## config.mk

```make
export PLATFORM = sky130hd
export DESIGN_NAME = clkpath_pd_ctrl
export DESIGN_NICKNAME = d
export VERILOG_FILES = /design/src/rtl/clkpath_pd_pkg.sv /design/src/rtl/clkpath_pd_regs.sv /design/src/rtl/clkpath_pd_path.sv /design/src/rtl/clkpath_pd_ctrl.sv
export SDC_FILE = /design/constraint.sdc
export NUM_CORES = 1
export LEC_CHECK = 0
export BUFFER_PORTS_ARGS = -buffer_cell sky130_fd_sc_hd__buf_2
export CAP_MARGIN = 40
export CELL_PAD_IN_SITES_DETAIL_PLACEMENT = 1
export CELL_PAD_IN_SITES_GLOBAL_PLACEMENT = 1
export CORE_MARGIN = 3
export CORE_UTILIZATION = 36
export DETAILED_ROUTE_END_ITERATION = 16
export MAX_ROUTING_LAYER = met4
export PLACE_DENSITY_LB_ADDON = 0.2
export RECOVER_POWER = 25
export SYNTH_ARGS = -nofsm -noshare
export SYNTH_HDL_FRONTEND = slang
export SYNTH_HIERARCHICAL = 1
export SYNTH_SLANG_ARGS = --single-unit
```

## constraint.sdc

```tcl
create_clock -name clk -period 1.9 [get_ports clk]
set_clock_uncertainty 0.2 [all_clocks]
set_input_delay 0.57 -clock clk [delete_from_list [all_inputs] [get_ports clk]]
set_output_delay 0.57 -clock clk [all_outputs]
set_load 0.02 [all_outputs]
```

## src/rtl/clkpath_pd_pkg.sv

```systemverilog
package clkpath_pd_pkg;
  localparam int A_PATHS   = 5;
  localparam int A_LSB     = 27;
  localparam int B_BIT     = 12;
  localparam int ERR_LSB   = 8;
  localparam int DATA_W    = 32;
  localparam int ADDR_W    = 2;

  localparam logic [ADDR_W-1:0] ADDR_A    = 2'd0;
  localparam logic [ADDR_W-1:0] ADDR_B    = 2'd1;
  localparam logic [ADDR_W-1:0] ADDR_STAT = 2'd2;

  typedef enum logic [1:0] {
    MODE_STOP   = 2'b00,
    MODE_BYPASS = 2'b01,
    MODE_RELOCK = 2'b10,
    MODE_LOCKED = 2'b11
  } pll_mode_e;
endpackage

```

## src/rtl/clkpath_pd_regs.sv

```systemverilog
module clkpath_pd_regs
  import clkpath_pd_pkg::*;
#(
  parameter int N_A   = A_PATHS,
  parameter int LSB_A = A_LSB,
  parameter int BIT_B = B_BIT
) (
  input  logic              clk,
  input  logic              rst,
  input  logic              wr,
  input  logic [ADDR_W-1:0] addr,
  input  logic [DATA_W-1:0] wdata,
  input  logic [DATA_W-1:0] status,
  output logic [N_A-1:0]    sw_a,
  output logic              sw_b,
  output logic [DATA_W-1:0] rdata
);
  logic [DATA_W-1:0] rd_mux;

  always_ff @(posedge clk) begin
    if (rst) begin
      sw_a <= '0;
      sw_b <= 1'b0;
    end else if (wr) begin
      if (addr == ADDR_A) sw_a <= wdata[LSB_A +: N_A];
      if (addr == ADDR_B) sw_b <= wdata[BIT_B];
    end
  end

  always_comb begin
    rd_mux = '0;
    case (addr)
      ADDR_A:    rd_mux[LSB_A +: N_A] = sw_a;
      ADDR_B:    rd_mux[BIT_B] = sw_b;
      ADDR_STAT: rd_mux = status;
      default:   rd_mux = '0;
    endcase
  end

  always_ff @(posedge clk) begin
    if (rst) rdata <= '0;
    else     rdata <= rd_mux;
  end

  AST_RSVD_A_ZERO: assert property (@(posedge clk) disable iff (rst)
    ($past(addr) == ADDR_A) |-> (rdata[LSB_A-1:0] == '0));
  AST_RSVD_B_ZERO: assert property (@(posedge clk) disable iff (rst)
    ($past(addr) == ADDR_B) |-> ($countones(rdata) <= 1));
endmodule

```

## src/rtl/clkpath_pd_path.sv

```systemverilog
module clkpath_pd_path #(
  parameter int HOLD_CYCLES = 16,
  localparam int CW = $clog2(HOLD_CYCLES + 1)
) (
  input  logic clk,
  input  logic rst,
  input  logic req_sw,
  input  logic force_stop,
  input  logic gate_open,
  output logic pd,
  output logic err
);
  logic [CW-1:0] hold_cnt;
  logic          enter_ok;

  assign enter_ok = force_stop || (req_sw && !gate_open);

  always_ff @(posedge clk) begin
    if (rst) begin
      pd       <= 1'b0;
      hold_cnt <= '0;
      err      <= 1'b0;
    end else if (!pd) begin
      if (enter_ok) begin
        pd       <= 1'b1;
        hold_cnt <= CW'(HOLD_CYCLES - 1);
      end else if (req_sw) begin
        err <= 1'b1;
      end
    end else begin
      if (hold_cnt != '0)              hold_cnt <= hold_cnt - 1'b1;
      else if (!req_sw && !force_stop) pd <= 1'b0;
    end
  end

  // Independent age tracker used only by the hold check below.
  logic [CW-1:0] age;
  always_ff @(posedge clk) begin
    if (rst)                          age <= '0;
    else if (!pd)                     age <= '0;
    else if (age != CW'(HOLD_CYCLES)) age <= age + 1'b1;
  end

  AST_GATED_ENTRY: assert property (@(posedge clk) disable iff (rst)
    $rose(pd) |-> $past(force_stop || (req_sw && !gate_open)));
  AST_STOP_FORCE: assert property (@(posedge clk) disable iff (rst)
    force_stop |=> pd);
  AST_MIN_HOLD: assert property (@(posedge clk) disable iff (rst)
    $fell(pd) |-> (age >= CW'(HOLD_CYCLES)));
  AST_RELEASE_IDLE: assert property (@(posedge clk) disable iff (rst)
    $fell(pd) |-> $past(!req_sw && !force_stop));
  AST_ERR_STICKY: assert property (@(posedge clk) disable iff (rst)
    err |=> err);
endmodule

```

## src/rtl/clkpath_pd_ctrl.sv

```systemverilog
module clkpath_pd_ctrl
  import clkpath_pd_pkg::*;
#(
  parameter int HOLD_CYCLES = 16
) (
  input  logic              clk,
  input  logic              rst,
  input  logic              reg_wr,
  input  logic [ADDR_W-1:0] reg_addr,
  input  logic [DATA_W-1:0] reg_wdata,
  output logic [DATA_W-1:0] reg_rdata,
  input  logic [1:0]        pll_a_mode,
  input  logic [1:0]        pll_b_mode,
  input  logic [A_PATHS-1:0] gate_open_a,
  input  logic              gate_open_b,
  output logic [A_PATHS-1:0] pd_a,
  output logic              pd_b
);
  logic [A_PATHS-1:0] sw_a;
  logic               sw_b;
  logic [A_PATHS-1:0] err_a;
  logic               err_b;
  logic               stop_a;
  logic               stop_b;
  logic [DATA_W-1:0]  status;

  assign stop_a = (pll_mode_e'(pll_a_mode) == MODE_STOP);
  assign stop_b = (pll_mode_e'(pll_b_mode) == MODE_STOP);

  always_comb begin
    status                     = '0;
    status[A_PATHS-1:0]        = pd_a;
    status[A_PATHS]            = pd_b;
    status[ERR_LSB +: A_PATHS] = err_a;
    status[ERR_LSB + A_PATHS]  = err_b;
  end

  clkpath_pd_regs #(
    .N_A(A_PATHS), .LSB_A(A_LSB), .BIT_B(B_BIT)
  ) u_regs (
    .clk(clk), .rst(rst), .wr(reg_wr), .addr(reg_addr), .wdata(reg_wdata),
    .status(status), .sw_a(sw_a), .sw_b(sw_b), .rdata(reg_rdata)
  );

  for (genvar i = 0; i < A_PATHS; i++) begin : g_path_a
    clkpath_pd_path #(.HOLD_CYCLES(HOLD_CYCLES)) u_path (
      .clk(clk), .rst(rst), .req_sw(sw_a[i]), .force_stop(stop_a),
      .gate_open(gate_open_a[i]), .pd(pd_a[i]), .err(err_a[i])
    );
  end

  clkpath_pd_path #(.HOLD_CYCLES(HOLD_CYCLES)) u_path_b (
    .clk(clk), .rst(rst), .req_sw(sw_b), .force_stop(stop_b),
    .gate_open(gate_open_b), .pd(pd_b), .err(err_b)
  );

  AST_STOP_NO_ERR: assert property (@(posedge clk) disable iff (rst)
    (stop_a && !$past(stop_a) && (err_a == '0)) |=> (err_a == '0));
endmodule

```

==> flow_summary.toml <==
[min_path]
hold_crit_class = "reg -> reg"
hp-start = "g_path_a[0].u_path/err"

[pwr]
power_leakage_nw = 1.770
pwr_density_cell_nw_per_um2 = 930.8
vdd_drop_max_mv = 0.4175
total_power_mw = 3.753

[routing]
met3_length_um = 362
highest_signal_layer_in_the_routed_design = "met4"
via_count = 2810
routed_wl_um = 8053
drc = 0
wl_per_cell_um = 14.89
route.met2.wl_um = 3815
antenna_violating_nets_post_route = 0
route.detailed.vias_per_inst = 5.194
number_of_drc_markers_in_iteration_0 = 66
drt_pre_antenna_iters = 4
detail_route.wirelength.met1_um = 3792

[floorplanning]
ioPinCount = 85
placeableCoreArea_um2 = 8848
die_area_um2 = 10480
die_w_um = 102.4
num_rows = 34
die_y_um = 102.4
initial_utilization_pct = 37.77

[global_route]
grt_antenna_before_repair = 0
grt_pass1_wl_um = 13680
track_usage_pct = 16.93
number_of_global_route_vias_before_repair = 2880
globalRoute.totalOverflow = 0
grt_max_degree = 27

[setup_path]
worst_ep_arrival_time_ns = 1.85
timing.critical_path.required_ns = 1.93
startpoint_type = "flop"
worst-path-max-fanout = 6
worst_setup_path_startpoint = "g_path_a[0].u_path/hold_cnt[0]"
crit_path_end_kind = "flop"
regToRegStartpoint = "g_path_a[0].u_path/hold_cnt[0]"
worstSetupPathType = "reg -> reg"
setup.reg_to_reg.worst_slack_ns = 0.08

[logic_synthesis]
synth.lib_cells_used.distinct = 31
yosys_most_used_dff = "dfxtp_1"
syn_inst = 348
netlist_area_um2 = 3342
yosysTopAreaCell = "dfxtp_1"
synthDominantCellAreaShare_pct = 47.92
synth.yosys.warnings = 6
synth.yosys.seq_area_share_pct = 47.92
ys_top_cells_by_area = "dfxtp_1, a21oi_1, and2_2"
seq_cells_post_synth = 80
mean_post_synth_cell_area_um2 = 9.603
async_flop_share_pct = 0
edff_count_synth = 0

[final_layout]
nets = 485
layout.core_utilization_pct = 45.57
drive_above_1_share_pct = 28.41
stdcell_count = 541
num-fill-cells = 1075
antenna_cells_inserted = 0
area.growth.synth_to_final_pct = 20.67

[clock_tree]
cts.reportedPaths.clkPinSlew_ns = 0.08
tritoncts = "built"
clkLatencyLatePin_ns = 0.34
clock_sink_count = 80
clock_tree.buffer_depth = 2
cts-buffers-inserted = 9
cts-htree-levels = 3
ctsRootBufferMaster = "clkbuf_8"

[sta]
period_share_pct = 95.70
rsz0062_at_grt = "no"
fin_crit_ns = 1.818
fin_hold_ws_ns = 0.2639
fmax_ghz = 0.5500
slew_headroom_pct = 54.16
maxSlewViolCount = 0
setup_ws_ns = 0.08169
timing_worst_slew_pin_value_ns = 0.6877
final-hold-violation-count = 0
setup_viol = 0

[place]
routabilityCongestion = 0.8384
buffer_ports.inserted = 58
setup_slack_at_placement_ns = -0.07073
numPlacedInstances = 526
hpwl_reported_at_the_end_of_detailed_placement_um = 5853

[run_status]
run_status = "finished, final reports clean"

[job]
cap_viol_max_count = 0
[report_power, final]
group | switching (mW) | internal, mW | total, mW
logic | 0.361 | 0.308 | 0.669
clock network | 0.588 | 0.595 | 1.18
registers | 0.117 | 1.78 | 1.90
[registers in the layout, summed over array words and instances (netlist names)]
| signal | flops |
|---|---|
| u_regs/sw_a | 5 |
| u_path_b/hold_cnt | 5 |
| u_path_b/pd | 1 |
| u_regs/sw_b | 1 |
| g_path_a.u_path/pd | 5 |
| g_path_a.u_path/hold_cnt | 25 |
| u_path_b/err | 1 |
| g_path_a.u_path/err | 5 |
| u_regs/rdata | 32 |
[critical path: stages (launching register included)]
cell,delay [ns]
dfxtp_1,0.33
inv_1,0.10
ha_1,0.21
or4b_4,0.52
o311a_2,0.34
[metal layers]
metal / vias up / track usage, %
met5: - / -
met4: 0 / 4.238
met3: 11 / 4.027
met2: 56 / 28.34
met1: 1332 / 20.55
li1: 1411 / -
[cells in the mapped netlist (all sizes together), types with 9 or more instances]
| master | instances |
|---|---|
| a21oi | 24 |
| a31oi | 12 |
| and2 | 26 |
| buf | 10 |
| dfxtp | 80 |
| ha | 9 |
| inv | 26 |
| nand2 | 12 |
| nor2 | 19 |
| o221ai | 12 |
| o22ai | 12 |
| o41ai | 12 |
[final timing paths]
check / end / depth (start not counted)
worst max register to register: g_path_a[0].u_path/pd / 4
worst min register to register: u_regs/rdata[8] / 1
worst max-delay path: g_path_a[0].u_path/pd / 4
worst min-delay path: u_regs/rdata[8] / 1
[what timing repair did]
| action | CTS | global route |
|---|---|---|
| setup buffers | 0 | 0 |
| setup endpoints to repair | 0 | 24 |
| hold buffers | 0 | 0 |
| resized for setup | 0 | 12 |
[through the flow]
stage               area (µm²)  setup TNS [ns]
floorplan                 3416               0
global placement          3852        -0.07594
detailed placement        3852         -0.5369
CTS                       4038               0
global route              4033               0
finish                    4033               0
[kinds of logic after synthesis]
group,count (synthesis),share of synthesized area (%)
buffers and inverters,43,5.578
other,1,0.1122
adders and majority gates,9,3.370
and+or+nand+nor,107,19.66
DFF,80,47.92
AOI/OAI and AO/OA,108,23.36
[layout make-up]
type | count | area [µm²] | area share [%]
sequential | 80 | 1609 | 39.90
timing repair buffer | 68 | 357.8 | 8.874
clock buffer | 9 | 123.9 | 3.072
inverter | 26 | 97.59 | 2.420
tap | 108 | 135.1 | 3.351
clock inverter | 6 | 61.31 | 1.520
multi-input combinational | 244 | 1648 | 40.86
[cells in the final DEF (no fill, tap or decap), types with 3 or more instances in the layout]
cell      count
a21bo_2       6
a21o_1        6
a21oi_1      24
a22oi_1       6
a31o_1        6
a31oi_1      12
and2_1       11
and2_2       15
and3_1        6
buf_2        57
buf_4         4
clkbuf_1      6
clkbuf_8      9
clkinv_2      3
conb_1       20
dfxtp_1      74
dfxtp_2       6
ha_1          9
inv_1        26
nand2_1      12
nand2b_1      6
nand3_1       6
nand4b_1      6
nor2_1       19
nor2b_1       6
nor3b_1       7
o21ai_0       6
o221ai_1     12
o22ai_1      12
o311a_2       6
o41ai_1      12
or2_2         6
or4b_4        6
(Power assumes the default switching activity.)
